`src/rtl/pen_pkg.sv`:
```
package pen_pkg;
  localparam int NPEN  = 8;
  localparam int NADDR = 5;
  localparam int NOP   = 3;

  localparam int P_DP    = 0;
  localparam int P_STK   = 1;
  localparam int P_IDX   = 2;
  localparam int P_DIX   = 3;
  localparam int P_MX    = 4;
  localparam int P_STEP  = 5;
  localparam int P_XFER  = 6;
  localparam int P_DEC   = 7;

  typedef enum logic [3:0] {
    AM_NONE      = 4'd0,
    AM_DIR       = 4'd1,
    AM_DIR_IND   = 4'd2,
    AM_DIR_X     = 4'd3,
    AM_DIR_X_IND = 4'd4,
    AM_DIR_IND_Y = 4'd5,
    AM_STK       = 4'd6,
    AM_STK_IND_Y = 4'd7,
    AM_ABS       = 4'd8,
    AM_ABS_IDX   = 4'd9,
    AM_LONG      = 4'd10
  } amode_t;

  typedef enum logic [2:0] {
    OC_PLAIN = 3'd0,
    OC_ARITH = 3'd1,
    OC_INC   = 3'd2,
    OC_DEC   = 3'd3,
    OC_XFER  = 3'd4,
    OC_STACK = 3'd5
  } opcls_t;
endpackage

```
`src/rtl/pen_addr_eval.sv`:
```
module pen_addr_eval
  import pen_pkg::*;
#(
  parameter int DW = 8
) (
  input  amode_t          mode,
  input  logic            m_flag,
  input  logic            x_flag,
  input  logic [DW-1:0]   dp_lo,
  input  logic [DW-1:0]   opnd,
  input  logic [DW-1:0]   sp_lo,
  input  logic [DW-1:0]   idx_lo,
  input  logic            idx_bank_cy,
  input  logic            data_wrap_cy,
  output logic [NADDR-1:0] addr_pen
);
  logic [DW:0] dp_sum, sp_sum, ix_sum;
  logic use_dp, use_stk, use_idx, use_dix, use_mx;

  assign dp_sum = {1'b0, dp_lo} + {1'b0, opnd};
  assign sp_sum = {1'b0, sp_lo} + {1'b0, opnd};
  assign ix_sum = {1'b0, opnd}  + {1'b0, idx_lo};

  always_comb begin
    use_dp  = 1'b0;
    use_stk = 1'b0;
    use_idx = 1'b0;
    use_dix = 1'b0;
    use_mx  = 1'b0;
    unique case (mode)
      AM_DIR_IND:   use_mx = 1'b1;
      AM_DIR_X:     begin use_dix = 1'b1; use_mx = 1'b1; end
      AM_DIR_X_IND: begin use_dp = 1'b1; use_dix = 1'b1; use_mx = 1'b1; end
      AM_DIR_IND_Y: begin use_dp = 1'b1; use_idx = 1'b1; use_mx = 1'b1; end
      AM_STK:       use_stk = 1'b1;
      AM_STK_IND_Y: begin use_idx = 1'b1; use_mx = 1'b1; end
      AM_ABS:       use_mx = 1'b1;
      AM_ABS_IDX:   begin use_idx = 1'b1; use_mx = 1'b1; end
      AM_LONG:      use_mx = 1'b1;
      default:      ;
    endcase
  end

  always_comb begin
    addr_pen        = '0;
    addr_pen[P_DP]  = use_dp && (dp_lo != '0) && dp_sum[DW];
    addr_pen[P_STK] = use_stk && sp_sum[DW];
    addr_pen[P_IDX] = use_idx && idx_bank_cy;
    addr_pen[P_DIX] = use_dix && (!x_flag || ix_sum[DW]);
    addr_pen[P_MX]  = use_mx && !m_flag && data_wrap_cy;
  end
endmodule

```
`src/rtl/pen_op_eval.sv`:
```
module pen_op_eval
  import pen_pkg::*;
#(
  parameter int DW = 8
) (
  input  opcls_t        cls,
  input  logic          m_flag,
  input  logic          x_flag,
  input  logic          d_flag,
  input  logic          sel_idx,
  input  logic [DW-1:0] reg_lo,
  output logic [NOP-1:0] op_pen
);
  logic wide;
  assign wide = sel_idx ? !x_flag : !m_flag;

  always_comb begin
    op_pen = '0;
    unique case (cls)
      OC_INC:   op_pen[0] = wide && (reg_lo == {DW{1'b1}});
      OC_DEC:   op_pen[0] = wide && (reg_lo == '0);
      OC_XFER:  op_pen[1] = wide;
      OC_ARITH: op_pen[2] = d_flag;
      default:  ;
    endcase
  end
endmodule

```
`src/rtl/pen_popcount.sv`:
```
module pen_popcount #(
  parameter int N  = 8,
  parameter int CW = $clog2(N + 1)
) (
  input  logic [N-1:0]  bits,
  output logic [CW-1:0] total
);
  logic [CW-1:0] part [0:N];
  assign part[0] = '0;
  for (genvar i = 0; i < N; i++) begin : g_acc
    assign part[i+1] = part[i] + CW'(bits[i]);
  end
  assign total = part[N];
endmodule

```
`src/rtl/penalty_eval.sv`:
```
module penalty_eval
  import pen_pkg::*;
#(
  parameter int DW = 8,
  localparam int CW = $clog2(NPEN + 1)
) (
  input  logic          clk,
  input  logic          rst,
  input  logic          eval_valid,
  input  logic [3:0]    mode,
  input  logic [2:0]    op_cls,
  input  logic          m_flag,
  input  logic          x_flag,
  input  logic          d_flag,
  input  logic          sel_idx,
  input  logic [DW-1:0] dp_lo,
  input  logic [DW-1:0] opnd,
  input  logic [DW-1:0] sp_lo,
  input  logic [DW-1:0] idx_lo,
  input  logic [DW-1:0] reg_lo,
  input  logic          idx_bank_cy,
  input  logic          data_wrap_cy,
  output logic          res_valid,
  output logic [NPEN-1:0] pen_vec,
  output logic [CW-1:0] pen_cnt
);
  amode_t           mode_e;
  opcls_t           cls_e;
  logic [NADDR-1:0] addr_pen;
  logic [NOP-1:0]   op_pen;
  logic [NPEN-1:0]  raw_vec;
  logic [NPEN-1:0]  next_vec;
  logic [CW-1:0]    next_cnt;

  assign mode_e = amode_t'(mode);
  assign cls_e  = opcls_t'(op_cls);

  pen_addr_eval #(.DW(DW)) u_addr (
    .mode(mode_e), .m_flag(m_flag), .x_flag(x_flag),
    .dp_lo(dp_lo), .opnd(opnd), .sp_lo(sp_lo), .idx_lo(idx_lo),
    .idx_bank_cy(idx_bank_cy), .data_wrap_cy(data_wrap_cy),
    .addr_pen(addr_pen)
  );

  pen_op_eval #(.DW(DW)) u_op (
    .cls(cls_e), .m_flag(m_flag), .x_flag(x_flag), .d_flag(d_flag),
    .sel_idx(sel_idx), .reg_lo(reg_lo), .op_pen(op_pen)
  );

  assign raw_vec  = {op_pen, addr_pen};
  assign next_vec = (cls_e == OC_STACK) ? '0 : raw_vec;

  pen_popcount #(.N(NPEN), .CW(CW)) u_cnt (
    .bits(next_vec), .total(next_cnt)
  );

  always_ff @(posedge clk) begin
    if (rst) begin
      res_valid <= 1'b0;
      pen_vec   <= '0;
      pen_cnt   <= '0;
    end else begin
      res_valid <= eval_valid;
      if (eval_valid) begin
        pen_vec <= next_vec;
        pen_cnt <= next_cnt;
      end
    end
  end
endmodule

```
`config.mk`:
```
export PLATFORM = sky130hd
export DESIGN_NAME = penalty_eval
export DESIGN_NICKNAME = d
export VERILOG_FILES = /design/src/rtl/pen_pkg.sv /design/src/rtl/pen_addr_eval.sv /design/src/rtl/pen_op_eval.sv /design/src/rtl/pen_popcount.sv /design/src/rtl/penalty_eval.sv
export SDC_FILE = /design/constraint.sdc
export NUM_CORES = 1
export LEC_CHECK = 0
export BUFFER_PORTS_ARGS = -buffer_cell sky130_fd_sc_hd__buf_2
export CORE_UTILIZATION = 41
export DETAILED_ROUTE_END_ITERATION = 8
export PLACE_DENSITY = 0.77
export SLEW_MARGIN = 20
export SYNTH_ARGS = -nofsm -noshare
export SYNTH_HDL_FRONTEND = slang
export SYNTH_SLANG_ARGS = --single-unit
```
`constraint.sdc`:
```
create_clock -name clk -period 3.5 [get_ports clk]
set_clock_uncertainty 0.15 [all_clocks]
set_input_delay 0.35 -clock clk [delete_from_list [all_inputs] [get_ports clk]]
set_output_delay 0.35 -clock clk [all_outputs]
set_load 0.005 [all_outputs]
```
==> run_summary.xml <==
<?xml version="1.0" encoding="UTF-8"?>
<metrics>
  <group name="synthesis">
    <metric name="synth_flop_cell" unit="">dfxtp_1</metric>
    <metric name="synth.yosys.warnings" unit="">0</metric>
    <metric name="syn_nets" unit="">231</metric>
    <metric name="post_synth_num_cell_types" unit="">42</metric>
    <metric name="synth_cells" unit="">147</metric>
    <metric name="async_set_or_reset_register_ratio_after_synthesis" unit="%">0</metric>
    <metric name="post_synth_instance_area" unit="µm²">1297</metric>
    <metric name="seq_area_frac_synth" unit="%">20.06</metric>
    <metric name="synthesized_area_per_cell" unit="µm²">8.826</metric>
    <metric name="ys_seq_elements" unit="">13</metric>
    <metric name="synth_edf_count" unit="">0</metric>
  </group>
  <group name="global_routing">
    <metric name="grt_pass1_wl" unit="µm">5478</metric>
    <metric name="track_usage" unit="%">20.72</metric>
    <metric name="antenna_found_initial" unit="">0</metric>
    <metric name="grt_overflow" unit="">0</metric>
    <metric name="vias_in_the_first_global_route" unit="">1328</metric>
    <metric name="grt_max_degree" unit="">14</metric>
  </group>
  <group name="floorplanning">
    <metric name="core_area" unit="µm²">3028</metric>
    <metric name="starting_density_of_the_core" unit="%">42.85</metric>
    <metric name="die_w" unit="µm">58.26</metric>
    <metric name="full_die_area" unit="µm²">3394</metric>
    <metric name="rows" unit="">20</metric>
    <metric name="io_pins" unit="">69</metric>
    <metric name="dieHeight" unit="µm">58.26</metric>
  </group>
  <group name="cts">
    <metric name="htreeDepth" unit="">1</metric>
    <metric name="clkSinkCount" unit="">13</metric>
    <metric name="clock_tree_buf_depth" unit="">2</metric>
    <metric name="cts_tree" unit="">yes</metric>
    <metric name="clock_insertion_delay_worst_skew" unit="ns">0.28</metric>
    <metric name="path_clk_slew" unit="ns">0.09</metric>
    <metric name="clock_root_buffer" unit="">clkbuf_4</metric>
    <metric name="cts_hold_buffers" unit="">0</metric>
    <metric name="number_of_buffers_created_by_cts" unit="">3</metric>
  </group>
  <group name="power">
    <metric name="overall_power" unit="µW">411.2</metric>
    <metric name="power.leakage" unit="nW">0.9642</metric>
    <metric name="vdd.ir_drop.worst" unit="mV">0.1248</metric>
    <metric name="seq_power_share" unit="%">37.6</metric>
    <metric name="p_clk_share" unit="%">23.1</metric>
    <metric name="combinationalPowerShare" unit="%">39.3</metric>
    <metric name="netSwitchingPower" unit="µW">132.2</metric>
    <metric name="power.density" unit="nW/µm²">214.1</metric>
    <metric name="p_int" unit="µW">279.0</metric>
    <metric name="power.switching_fraction" unit="%">32.16</metric>
  </group>
  <group name="placed_design">
    <metric name="port_buffers" unit="">68</metric>
    <metric name="detailed_place_hpwl" unit="µm">2912</metric>
    <metric name="detailed_place.area" unit="µm²">1783</metric>
    <metric name="weighted_congestion_at_the_end_of_routability_driven_global_placement" unit="">0.9005</metric>
  </group>
  <group name="sta">
    <metric name="final.setup.tns" unit="ns">-0.1073</metric>
    <metric name="layout_setup_ws" unit="ns">-0.08222</metric>
    <metric name="hold_ws" unit="ns">0.2093</metric>
    <metric name="max_slew.worst_pin.slew" unit="ns">0.5754</metric>
    <metric name="timing.slew.headroom" unit="%">61.10</metric>
    <metric name="setup_viol" unit="">2</metric>
    <metric name="achievable-frequency" unit="MHz">279.2</metric>
    <metric name="final-max-slew-violation-count" unit="">0</metric>
    <metric name="unrepaired_setup_endpoints_after_global_routing" unit="">yes</metric>
    <metric name="layout_worst_path_cycle_share" unit="%">102.3</metric>
    <metric name="hold_violations" unit="">0</metric>
    <metric name="period_needed" unit="ns">3.582</metric>
  </group>
  <group name="run">
    <metric name="cap_viol_max_count" unit="">0</metric>
  </group>
  <group name="setup_path">
    <metric name="crit_path_arrival_time" unit="ns">3.63</metric>
    <metric name="r2r_slack" unit="ns">2.66</metric>
    <metric name="worstSetupPathType" unit="">in -&gt; reg</metric>
    <metric name="timing.critical_path.fanout_max" unit="">2</metric>
    <metric name="worst_setup_path_end_kind" unit="">flop</metric>
    <metric name="crit_path_start_kind" unit="">input port</metric>
    <metric name="crit_required" unit="ns">3.55</metric>
  </group>
  <group name="routing">
    <metric name="detail_route.wl_per_cell" unit="µm">13.48</metric>
    <metric name="antenna_violating_nets_post_route" unit="">0</metric>
    <metric name="detail_route.wirelength" unit="µm">3680</metric>
    <metric name="viasPerCell" unit="">5.198</metric>
    <metric name="drt-initial-drc-count" unit="">36</metric>
    <metric name="post-route-drc-count" unit="">0</metric>
    <metric name="via_total_after_detailed_routing" unit="">1419</metric>
    <metric name="dr.pass1.iters" unit="">4</metric>
  </group>
  <group name="finish">
    <metric name="area_delta_synth_final" unit="%">48.02</metric>
    <metric name="fillCellCount" unit="">273</metric>
    <metric name="finish.instance_area" unit="µm²">1921</metric>
    <metric name="drive_gt1_share" unit="%">46.72</metric>
    <metric name="fin_nets" unit="">314</metric>
    <metric name="n_antenna_cell" unit="">0</metric>
    <metric name="final_core_utilization" unit="%">63.43</metric>
  </group>
  <group name="worst_hold_path">
    <metric name="min-delay-path-class" unit="">in -&gt; reg</metric>
  </group>
  <group name="status">
    <metric name="status" unit="">finished with violations</metric>
    <metric name="violations" unit="">negative setup slack</metric>
  </group>
</metrics>
power by group through the flow:
stage	combinational [mW]	sequential (mW)	clock, mW
finish	0.162	0.155	0.0949
global route	0.181	0.155	0.107
CTS	0.147	0.154	0.0947
detailed placement	0.143	0.158	0
global placement	0.140	0.158	0
floorplan	0.0710	0.158	0
metal layers:
metal / share of wire, % / track usage (%)
met1: 47 / 28.12
met2: 47 / 33.66
met4: 1.0 / 5.442
met3: 4.8 / 4.018
met5: 0 / 0
synth_stat cells (2+ instances only):
cell type | n | area [µm²]
nand4_1 | 4 | 25.02
a21o_1 | 4 | 30.03
dfxtp_1 | 13 | 260.3
ha_1 | 24 | 300.3
nor4b_1 | 3 | 26.28
nor4_1 | 3 | 18.77
a21oi_1 | 12 | 60.06
nand3_1 | 6 | 30.03
fa_1 | 4 | 80.08
nand2_1 | 14 | 52.55
nand4b_1 | 2 | 17.52
and3_1 | 2 | 12.51
nor2_1 | 12 | 45.04
mux2_2 | 2 | 22.52
a211oi_1 | 2 | 15.01
inv_1 | 9 | 33.78
nor3_1 | 3 | 15.01
mux2i_1 | 4 | 40.04
area by class of cell:
type | instances | area [µm²] | share of cell area, %
timing repair buffer | 80 | 442.9 | 23.06
sequential | 13 | 260.3 | 13.55
inverter | 9 | 33.78 | 1.759
multi-input combinational | 123 | 1102 | 57.39
clock buffer | 4 | 26.28 | 1.368
tap | 44 | 55.05 | 2.866
worst max-delay path: stages:
cell	delay (ns)
buf_6	0.10
ha_4	0.23
a21oi_2	0.16
a211oi_2	0.09
nor4b_2	0.33
nor2_1	0.11
fa_1	0.54
inv_2	0.04
fa_1	0.51
inv_2	0.05
fa_2	0.39
fa_2	0.36
xnor2_2	0.15
a211oi_2	0.22
registers in the layout, summed over array words and instances, names as in the netlist:
register,cells
pen_vec,8
pen_cnt,4
res_valid,1
path summary, 6_finish.rpt:
kind | end | cells past startpoint | start
max reg2reg | pen_vec[1]$_SDFFE_PP0P_ | 2 | pen_vec[1]$_SDFFE_PP0P_
min reg2reg | pen_cnt[3]$_SDFFE_PP0P_ | 2 | pen_cnt[3]$_SDFFE_PP0P_
min | pen_vec[7]$_SDFFE_PP0P_ | 3 | d_flag
max | pen_cnt[2]$_SDFFE_PP0P_ | 14 | idx_lo[2]
metrics by stage:
| step | setup WS, ns | instances |
|---|---|---|
| floorplan | 0.006313 | 147 |
| global placement | -0.2597 | 267 |
| detailed placement | -0.3448 | 267 |
| CTS | 0.01826 | 271 |
| global route | -0.1908 | 273 |
| finish | -0.08222 | 273 |
kinds of logic after synthesis:
group / share of synthesized area, %
XOR/XNOR: 0.6751
AO/OA/AOI/OAI: 16.10
flip-flops: 20.06
AND/OR/NAND/NOR: 25.75
multiplexers: 4.822
adder cells (fa/ha/maj): 29.32
buffers and inverters: 3.278
cells in the final DEF, fill, tap and decap left out, types with 2 or more instances in the layout:
| cell type | instances |
|---|---|
| buf_6 | 2 |
| nand2_1 | 14 |
| ha_4 | 5 |
| dfxtp_1 | 13 |
| nor2_1 | 12 |
| mux2i_1 | 4 |
| ha_1 | 19 |
| nand3_1 | 5 |
| inv_1 | 7 |
| nor3_1 | 3 |
| inv_2 | 2 |
| buf_2 | 66 |
| nand4b_1 | 2 |
| nor4b_1 | 2 |
| fa_2 | 2 |
| mux2_2 | 2 |
| fa_1 | 2 |
| nand4_1 | 4 |
| nor4_1 | 3 |
| a21oi_2 | 3 |
| a211oi_2 | 3 |
| and3_1 | 2 |
| clkbuf_4 | 3 |
| a21o_1 | 4 |
| buf_4 | 12 |
| a21oi_1 | 9 |
what timing repair did:
action                     4_1_cts  5_1_grt
pin swaps                        4       12
setup endpoints to repair        2        2
resized for setup                3       12
setup buffers                    0        2
Note: power is estimated with default switching activity, not from simulation.
